==> src/rtl/sro_pkg.sv <==
package sro_pkg;

  typedef enum logic [1:0] {
    ST_IDLE  = 2'd0,
    ST_CONV  = 2'd1,
    ST_SHIFT = 2'd2,
    ST_SEL   = 2'd3
  } sro_state_e;

endpackage

==> src/rtl/sro_flag_bank.sv <==
module sro_flag_bank #(
  parameter int NUM_CH = 128,
  parameter int TIME_W = 13,
  localparam int IDX_W = $clog2(NUM_CH)
) (
  input  logic              clk,
  input  logic              rst,
  input  logic [NUM_CH-1:0] hit_i,
  input  logic              clr_en_i,
  input  logic [IDX_W-1:0]  clr_idx_i,
  input  logic [IDX_W-1:0]  rd_idx_i,
  output logic [NUM_CH-1:0] flags_o,
  output logic [TIME_W-1:0] rd_time_o
);

  logic [TIME_W-1:0] tcount_q;
  logic [TIME_W-1:0] stamp_q [NUM_CH];
  logic [NUM_CH-1:0] flag_q;
  logic [NUM_CH-1:0] clr_vec;
  logic [NUM_CH-1:0] set_ok;

  // per-channel arm and clear decode; a hit in the clearing cycle re-arms
  for (genvar g = 0; g < NUM_CH; g++) begin : g_ch
    assign clr_vec[g] = clr_en_i && (clr_idx_i == IDX_W'(g));
    assign set_ok[g]  = hit_i[g] && (!flag_q[g] || clr_vec[g]);
  end

  always_ff @(posedge clk) begin
    if (rst) begin
      tcount_q <= '0;
      flag_q   <= '0;
    end else begin
      tcount_q <= tcount_q + 1'b1;
      for (int i = 0; i < NUM_CH; i++) begin
        if (set_ok[i])       flag_q[i] <= 1'b1;
        else if (clr_vec[i]) flag_q[i] <= 1'b0;
      end
    end
  end

  // time stamps need no reset: a stamp is read only while its flag is set
  always_ff @(posedge clk) begin
    for (int i = 0; i < NUM_CH; i++) begin
      if (set_ok[i]) stamp_q[i] <= tcount_q;
    end
  end

  assign flags_o   = flag_q;
  assign rd_time_o = stamp_q[rd_idx_i];

  AST_FLAG_CLEARED: assert property (@(posedge clk) disable iff (rst)
    (clr_en_i && !hit_i[clr_idx_i]) |=> !flags_o[$past(clr_idx_i)]);

endmodule

==> src/rtl/sro_prio_pick.sv <==
module sro_prio_pick #(
  parameter int NUM_CH = 128,
  localparam int IDX_W = $clog2(NUM_CH),
  localparam int PTR_W = IDX_W + 1
) (
  input  logic [NUM_CH-1:0] flags_i,
  input  logic [PTR_W-1:0]  base_i,
  output logic              found_o,
  output logic [IDX_W-1:0]  idx_o
);

  logic [NUM_CH-1:0] elig;

  for (genvar g = 0; g < NUM_CH; g++) begin : g_mask
    assign elig[g] = flags_i[g] && (PTR_W'(g) >= base_i);
  end

  // lowest eligible index wins
  always_comb begin
    found_o = 1'b0;
    idx_o   = '0;
    for (int i = NUM_CH - 1; i >= 0; i--) begin
      if (elig[i]) begin
        found_o = 1'b1;
        idx_o   = IDX_W'(i);
      end
    end
  end

endmodule

==> src/rtl/sro_frame_tx.sv <==
module sro_frame_tx #(
  parameter int REC_W = 32,
  parameter int NIB_W = 4
) (
  input  logic             clk,
  input  logic             rst,
  input  logic             load_i,
  input  logic [REC_W-1:0] word_i,
  input  logic             shift_i,
  input  logic             fwd_i,
  input  logic             eof_i,
  input  logic [NIB_W-1:0] up_nib_i,
  input  logic             up_valid_i,
  input  logic             up_eof_i,
  output logic [NIB_W-1:0] nib_o,
  output logic             valid_o,
  output logic             eof_o
);

  logic [REC_W-1:0] sh_q;

  always_ff @(posedge clk) begin
    if (rst) begin
      sh_q    <= '0;
      nib_o   <= '0;
      valid_o <= 1'b0;
      eof_o   <= 1'b0;
    end else begin
      if (load_i)       sh_q <= word_i;
      else if (shift_i) sh_q <= sh_q << NIB_W;

      if (shift_i) begin
        nib_o   <= sh_q[REC_W-1 -: NIB_W];
        valid_o <= 1'b1;
        eof_o   <= 1'b0;
      end else if (fwd_i) begin
        nib_o   <= up_nib_i;
        valid_o <= up_valid_i;
        eof_o   <= up_eof_i;
      end else begin
        nib_o   <= '0;
        valid_o <= 1'b0;
        eof_o   <= eof_i;
      end
    end
  end

  AST_NIB_CONTIG: assert property (@(posedge clk) disable iff (rst)
    shift_i |=> valid_o);

  AST_EOF_PULSE: assert property (@(posedge clk) disable iff (rst)
    eof_i |=> (eof_o && !valid_o));

endmodule

==> src/rtl/sparse_readout.sv <==
module sparse_readout
  import sro_pkg::*;
#(
  parameter int NUM_CH = 128,
  parameter int ADC_W  = 12,
  parameter int TIME_W = 13,
  parameter int NIB_W  = 4,
  localparam int IDX_W = $clog2(NUM_CH)
) (
  input  logic              clk,
  input  logic              rst,
  input  logic [NUM_CH-1:0] hit_i,
  output logic              adc_start_o,
  output logic [IDX_W-1:0]  adc_ch_o,
  input  logic              adc_valid_i,
  input  logic [ADC_W-1:0]  adc_data_i,
  input  logic [NIB_W-1:0]  up_nib_i,
  input  logic              up_valid_i,
  input  logic              up_eof_i,
  output logic              up_stall_o,
  output logic [NIB_W-1:0]  out_nib_o,
  output logic              out_valid_o,
  output logic              out_eof_o
);

  localparam int PTR_W = IDX_W + 1;
  localparam int REC_W = IDX_W + TIME_W + ADC_W;
  localparam int NIBS  = REC_W / NIB_W;
  localparam int CNT_W = $clog2(NIBS);
  localparam logic [CNT_W-1:0] LAST_NIB = CNT_W'(NIBS - 1);

  sro_state_e        state_q;
  logic [IDX_W-1:0]  cur_q;
  logic [PTR_W-1:0]  ptr_q;
  logic [CNT_W-1:0]  cnt_q;
  logic              up_open_q;
  logic              start_q;
  logic [IDX_W-1:0]  ch_q;

  logic [NUM_CH-1:0] flags;
  logic [TIME_W-1:0] stamp;
  logic [PTR_W-1:0]  base;
  logic              pick_found;
  logic [IDX_W-1:0]  pick_idx;
  logic              launch;
  logic              load_rec;
  logic              shifting;
  logic              last_nib;
  logic              fwd;
  logic              scan_done;

  assign base      = (state_q == ST_IDLE) ? '0 : ptr_q;
  assign launch    = pick_found &&
                     (((state_q == ST_IDLE) && !up_open_q && !up_valid_i) ||
                      (state_q == ST_SEL));
  assign load_rec  = (state_q == ST_CONV) && adc_valid_i;
  assign shifting  = (state_q == ST_SHIFT);
  assign last_nib  = shifting && (cnt_q == LAST_NIB);
  assign fwd       = (state_q == ST_IDLE);
  assign scan_done = (state_q == ST_SEL) && !pick_found;

  sro_flag_bank #(
    .NUM_CH (NUM_CH),
    .TIME_W (TIME_W)
  ) u_flags (
    .clk       (clk),
    .rst       (rst),
    .hit_i     (hit_i),
    .clr_en_i  (last_nib),
    .clr_idx_i (cur_q),
    .rd_idx_i  (cur_q),
    .flags_o   (flags),
    .rd_time_o (stamp)
  );

  sro_prio_pick #(
    .NUM_CH (NUM_CH)
  ) u_pick (
    .flags_i (flags),
    .base_i  (base),
    .found_o (pick_found),
    .idx_o   (pick_idx)
  );

  sro_frame_tx #(
    .REC_W (REC_W),
    .NIB_W (NIB_W)
  ) u_tx (
    .clk        (clk),
    .rst        (rst),
    .load_i     (load_rec),
    .word_i     ({cur_q, stamp, adc_data_i}),
    .shift_i    (shifting),
    .fwd_i      (fwd),
    .eof_i      (scan_done),
    .up_nib_i   (up_nib_i),
    .up_valid_i (up_valid_i),
    .up_eof_i   (up_eof_i),
    .nib_o      (out_nib_o),
    .valid_o    (out_valid_o),
    .eof_o      (out_eof_o)
  );

  always_ff @(posedge clk) begin
    if (rst) begin
      state_q   <= ST_IDLE;
      cur_q     <= '0;
      ptr_q     <= '0;
      cnt_q     <= '0;
      up_open_q <= 1'b0;
      start_q   <= 1'b0;
      ch_q      <= '0;
    end else begin
      start_q <= 1'b0;
      if (launch) begin
        start_q <= 1'b1;
        ch_q    <= pick_idx;
        cur_q   <= pick_idx;
      end
      case (state_q)
        ST_IDLE: begin
          if (up_eof_i)        up_open_q <= 1'b0;
          else if (up_valid_i) up_open_q <= 1'b1;
          if (launch) state_q <= ST_CONV;
        end
        ST_SEL: begin
          if (launch) state_q <= ST_CONV;
          else        state_q <= ST_IDLE;
        end
        ST_CONV: begin
          if (adc_valid_i) begin
            state_q <= ST_SHIFT;
            cnt_q   <= '0;
          end
        end
        ST_SHIFT: begin
          cnt_q <= cnt_q + 1'b1;
          if (cnt_q == LAST_NIB) begin
            ptr_q   <= {1'b0, cur_q} + 1'b1;
            state_q <= ST_SEL;
          end
        end
        default: state_q <= ST_IDLE;
      endcase
    end
  end

  assign adc_start_o = start_q;
  assign adc_ch_o    = ch_q;
  assign up_stall_o  = (state_q != ST_IDLE);

  AST_START_PULSE: assert property (@(posedge clk) disable iff (rst)
    adc_start_o |=> !adc_start_o);

  AST_START_FLAGGED: assert property (@(posedge clk) disable iff (rst)
    adc_start_o |-> flags[adc_ch_o]);

  AST_ASCENDING: assert property (@(posedge clk) disable iff (rst)
    (adc_start_o && ($past(state_q) == ST_SEL)) |-> ({1'b0, adc_ch_o} >= ptr_q));

  AST_STALL_OWN: assert property (@(posedge clk) disable iff (rst)
    adc_start_o |-> up_stall_o);

  AST_NO_START_IN_FRAME: assert property (@(posedge clk) disable iff (rst)
    adc_start_o |-> !$past(up_open_q));

endmodule

==> config.mk <==
export PLATFORM = sky130hd
export DESIGN_NAME = sparse_readout
export DESIGN_NICKNAME = d
export VERILOG_FILES = /design/src/rtl/sro_pkg.sv /design/src/rtl/sro_flag_bank.sv /design/src/rtl/sro_prio_pick.sv /design/src/rtl/sro_frame_tx.sv /design/src/rtl/sparse_readout.sv
export SDC_FILE = /design/constraint.sdc
export NUM_CORES = 2
export LEC_CHECK = 0
export BUFFER_PORTS_ARGS = -buffer_cell sky130_fd_sc_hd__buf_2
export CAP_MARGIN = 20
export CORE_ASPECT_RATIO = 0.7
export CORE_MARGIN = 2
export CORE_UTILIZATION = 40
export CTS_BUF_LIST = sky130_fd_sc_hd__clkbuf_4 sky130_fd_sc_hd__clkbuf_8
export DETAILED_ROUTE_END_ITERATION = 16
export PLACE_DENSITY = 0.62
export SLEW_MARGIN = 25
export SYNTH_ARGS = -nofsm -noshare
export SYNTH_HDL_FRONTEND = slang
export SYNTH_SLANG_ARGS = --single-unit
==> constraint.sdc <==
create_clock -name clk -period 3.8 [get_ports clk]
set_clock_uncertainty 0.05 [all_clocks]
set_input_delay 0.19 -clock clk [delete_from_list [all_inputs] [get_ports clk]]
set_output_delay 0.19 -clock clk [all_outputs]
set_load 0.02 [all_outputs]
### Yosys cells after proc, flatten, opt, wreduce, memory -nomap -nowiden

Memories as Yosys holds them, arrays and structs flattened. A register that Yosys moved wholly into a read port is not among the register bits.
Cells that the tools add are included.

| word-level totals | value |
|---|---|
| output and inout bits | 15 |
| bits in writable memories | 1664 |
| bits of input ports | 149 |
| memories | 1 |
| word-level logic and storage cells | 1982 |
| register bits | 201 |

| cells by class | value |
|---|---|
| mux-type cells | 788 |
| equality and inequality tests | 134 |
| reduce and logical (&&, ||, !) cells | 789 |
| $lt $le $gt $ge | 128 |
| add/sub/neg operators | 3 |

Memory list:

| name | words | width | rd ports | clocked after Yosys merged registers in | write ports | RTL line | text |
|---|---|---|---|---|---|---|---|
| u_flags.stamp_q | 128 | 13 | 1 | 1 | 128 | sro_flag_bank.sv:17 | `logic [TIME_W-1:0] stamp_q [NUM_CH];` |

Operator list:

| cell | count |
|---|---|
| $mux 7 | 130 |
| $mux 1 | 647 |
| $ge 7x8->1 const A | 64 |
| $eq 7x7->1 const B | 64 |
| $logic_and 1x1->1 | 390 |
| $reduce_bool 2->1 | 132 |
| $ge 6x8->1 const A | 32 |
| $eq 7x6->1 const B | 32 |
| $logic_not 1->1 | 131 |
| $logic_or 1x1->1 | 129 |
| $ge 5x8->1 const A | 16 |
| $eq 7x5->1 const B | 16 |
| $ge 4x8->1 const A | 8 |
| $mux 32 | 2 |
| $eq 7x4->1 const B | 8 |
| $ge 3x8->1 const A | 4 |
| $eq 7x3->1 const B | 4 |
| $ge 1x8->1 const A | 2 |
| $ge 2x8->1 const A | 2 |
| $eq 7x2->1 const B | 2 |
| $add 13x1->13 const B | 1 |
| $add 7x1->8 const B | 1 |
| $mux 4 | 2 |
| $mux 8 | 1 |
| other kinds (16) | 22 |

### Depth between registers and ports, before layout

| depth | value |
|---|---|
| depth in word-level cells | 135 |
| depth in mapped cells | 17 |
| depth with buffers taken out | 11 |

### Cells and area by module

From an unflattened synthesis, not the netlist that was laid out.

| unflattened totals | value |
|---|---|
| cells, all modules | 4074 |
| area total of the unflattened synthesis | 75705.1 um^2 |

By module, submodules not included:

| module | cells each | times used | area each (um^2) | sequential area each (um^2) |
|---|---|---|---|---|
| sro_flag_bank | 3106 | 1 | 68884.8 | 52790.6 |
| sro_prio_pick | 686 | 1 | 4066.4 | 0.0 |
| sro_frame_tx | 166 | 1 | 1680.4 | 760.7 |
| sparse_readout | 116 | 1 | 1073.5 | 440.4 |

### Least setup slack after synthesis

No wires, ideal clock.

| timing | value |
|---|---|
| path kind | register to register |
| from | reg (tool-made name) |
| to | reg u_tx.sh_q[16] |
| setup time | 0.138 ns |
| arrival | 3.342 ns |
| cell stages (with the launch flop) | 9 |
| data required time | 3.612 ns |
| path slack | 0.270 ns |
| clock period less this slack | 3.530 ns |
| buffers on the path | 3 |
| cells stage by stage | dfxtp_1 clkbuf_1 buf_1 buf_1 mux4_2 mux4_2 mux4_2 a211oi_1 a211oi_1 |

RTL lines:

| what | RTL line | text |
|---|---|---|
| end signal: assignment | sro_frame_tx.sv:29 | `if (load_i) sh_q <= word_i;` |
| end signal: assignment | sro_frame_tx.sv:30 | `else if (shift_i) sh_q <= sh_q << NIB_W;` |
| end: declaration | sro_frame_tx.sv:20 | `logic [REC_W-1:0] sh_q;` |

==> flow_metrics.env <==
export IMPL_synth_warnings=0
export IMPL_placed_cell_area_mm2=0.0829
export IMPL_leakage_nw=31.4
export IMPL_layout_drive_gt1_share_pct=33.2
export IMPL_numCtsBuffers=295
export IMPL_ys_ff_latch=1872
export IMPL_cp_required_ns=4.55
export IMPL_finalHoldViolations=0
export IMPL_rsz0062_at_grt="true"
export IMPL_track_usage_pct=23.7
export IMPL_path_clk_slew_ns=0.06
export IMPL_yosysTopAreaCell="edfxtp_1"
export IMPL_rr_startpoint="state_q[0]"
export IMPL_synth_seq_area_share_pct=71.4
export IMPL_final_area_mm2=0.0916
export IMPL_worstPathArrival_ns=4.54
export IMPL_areaGrowthSynthToFinish_pct=20.7
export IMPL_slew_viol_final=0
export IMPL_grt_overflow=0
export IMPL_syn_inst=4101
export IMPL_drc_errors=0
export IMPL_initial_core_util_pct=40.3
export IMPL_io_pins=164
export IMPL_portBuffers=163
export IMPL_hp_class="in -> reg"
export IMPL_num_vias=44900
export IMPL_holdWs_ns=0.0589
export IMPL_drv_cap=0
export IMPL_drt_total_wl_mm=232
export IMPL_critical_path_class="reg -> reg"
export IMPL_viasPerCell=5.77
export IMPL_pwr_density_cell_mw_per_mm2=561
export IMPL_dp_hpwl_mm=159
export IMPL_timing_fmax_mhz=264
export IMPL_clock_sinks=1872
export IMPL_synth_top_area_share_pct=65.9
export IMPL_finalSetupViolCount=0
export IMPL_finalPower_w=0.0513
export IMPL_synthArstFlopShare_pct=0
export IMPL_ir_drop_v=0.000313
export IMPL_syn_area_per_cell_um2=18.5
export IMPL_final_cell_mix="1664 x edfxtp_1, 546 x mux4_2, 431 x buf_4"
export IMPL_clk_path_buf_depth=4
export IMPL_cp_end_kind="flop"
export IMPL_synth_edf_count=1664
export IMPL_gp_congestion=1.05
export IMPL_synth_distinct_cells=96
export IMPL_drtAntennaViolNets=0
export IMPL_core_area_mm2=0.188
export IMPL_drt_iter0_drc=6313
export IMPL_die_h_um=368
export IMPL_dieArea_mm2=0.193
export IMPL_rr_worst_depth=15
export IMPL_relSlewSlack_pct=31.0
export IMPL_crit_start="state_q[0]"
export IMPL_start_kind="flop"
export IMPL_fin_crit_sh_pct=99.7
export IMPL_die_w_um=525
export IMPL_wl_per_cell_um=29.8
export IMPL_syn_area_mm2=0.0759
export IMPL_cp_max_fo=9
export IMPL_cts_htree_levels=5
export IMPL_grt_max_degree=83
export IMPL_status="finished clean"
export IMPL_antenna_found_initial=42
export IMPL_utilization_pct=48.7
export IMPL_cts_tree="built"
export IMPL_grt_pass1_wl_mm=326
export IMPL_min_period_ns=3.79
export IMPL_root_buffer="clkbuf_8"
export IMPL_num_fill_cells=15800
export IMPL_nets=5220
export IMPL_first_pass_iters=6
export IMPL_grt_pass1_vias=43500
export IMPL_syn_num_nets=4261
export IMPL_ys_top_cells_by_area="edfxtp_1 66%, mux4_2 16%, dfxtp_1 5.5%, o21ai_0 1.5%, and2_1 1.2%"
export IMPL_r2r_slack_ns=0.01
export IMPL_layout_commonest_cell="edfxtp_1"
export IMPL_ys_flop_type="edfxtp_1"
export IMPL_worstMarginPinSlew_ns=1.03
export IMPL_setup_tns_ns=0
export IMPL_rows=133
export IMPL_clk_latency_ns=0.94
## area by class of cell
cell class | instances | area (um^2) | area share (%)
diodes | 10 | 25.0 | 0.0273
clock buffers | 404 | 4950 | 5.41
repair buffers | 894 | 7490 | 8.18
inverters | 152 | 571 | 0.623
flip-flops and latches | 1872 | 54200 | 59.2
clock inverters | 114 | 682 | 0.745
well taps | 2497 | 3120 | 3.41
multi-input cells | 1845 | 20500 | 22.4
## worst min path at each step
stage	startpoint	endpoint	slack, ns	cells past startpoint
after CTS	hit_i[3]	u_flags.flags_o[3]	0.00002	4
final	hit_i[85]	u_flags.flags_o[85]	0.06	4
after global placement	hit_i[63]	u_flags.flags_o[63]	0.36	3
after floorplan	hit_i[63]	u_flags.flags_o[63]	0.26	2
after global routing	hit_i[6]	u_flags.flags_o[6]	0.04	4
after detailed placement	hit_i[63]	u_flags.flags_o[63]	0.38	3
## kinds of logic (layout without fill, tap and decap cells)
kind of cell / count (synthesis) / count (layout) / synth area share, %
AOI/OAI and AO/OA: 698 / 698 / 5.71
and+or+nand+nor: 549 / 549 / 4.00
other: 0 / 10 / 0
adders and majority gates: 11 / 11 / 0.181
xor gates and xnor gates: 12 / 12 / 0.139
DFF: 1872 / 1872 / 71.4
buffers and inverters: 384 / 1564 / 2.02
muxes: 575 / 575 / 16.6
## repair_timing
item	4_1_cts	5_1_grt
hold buffers	253	0
resized for setup	21	74
cloned	0	1
endpoints found under the hold margin	1835	0
endpoints found under the setup margin	18	14
setup buffers	6	9
pin swaps	5	14
## metal layers
layer | track usage (%) | wire length, um | vias to the layer above | part of all wire (%)
met5 | 0 | 201 | - | 0.086
met4 | 6.14 | 5640 | 30 | 2.4
met3 | 6.02 | 24300 | 358 | 10
met2 | 33.7 | 99400 | 2271 | 43
met1 | 36.1 | 103000 | 23500 | 44
li1 | - | - | 18700 | -
## critical path: stages (launching register included)
cell	delay, ns
dfxtp_2	0.33
inv_1	0.07
ha_4	0.22
buf_6	0.16
o21bai_2	0.22
buf_12	0.15
a31o_1	0.23
o21a_1	0.13
a211o_1	0.29
or4_4	0.59
or4b_4	0.59
o21ai_4	0.21
buf_4	0.14
buf_4	0.12
or3b_2	0.12
o31ai_2	0.06
## metrics by stage
step                instances  setup slack [ns]
floorplan                4101             0.270
global placement         6991            -0.274
detailed placement       6991            -0.330
CTS                      7768            0.0196
global route             7781           -0.0470
finish                   7788           0.00974
## registers in the layout, indices dropped and copies added (netlist names), named ones only
register and flops:
u_flags.flags_o 128, cnt_q 3, u_flags.stamp_q 1664, u_tx.eof_o 1
state_q 2, u_tx.sh_q 32, up_open_q 1, adc_ch_o 7
adc_start_o 1, ptr_q 8, u_tx.valid_o 1, u_flags.tcount_q 13
u_tx.nib_o 4
## cells in the mapped netlist, drive strengths merged (6+ instances only)
master,instances
nand3b,9
a22oi,9
nand3,44
o31a,7
o221ai,7
and3,8
a2111oi,14
o21ai,238
nor4,13
o21bai,8
a21oi,183
nor3b,7
ha,11
nor2b,22
o22ai,7
or3,9
nand4,24
a21boi,18
edfxtp,1664
a211oi,77
xor2,7
nand2,82
mux2i,29
and2,147
a31oi,17
mux4,546
inv,152
nor3,27
clkbuf,140
dfxtp,208
nand2b,19
a2bb2oi,8
a32oi,6
o211ai,16
or2,15
a21o,7
o2111ai,9
o31ai,9
buf,92
nor2,94
o21a,14
## where the power goes
group          internal (W)  total, W  switching, W
Clock               0.00865    0.0166       0.00795
Sequential           0.0236    0.0242      0.000600
Combinational       0.00470    0.0106       0.00586
No activity file was read; power rests on OpenSTA's default activity.
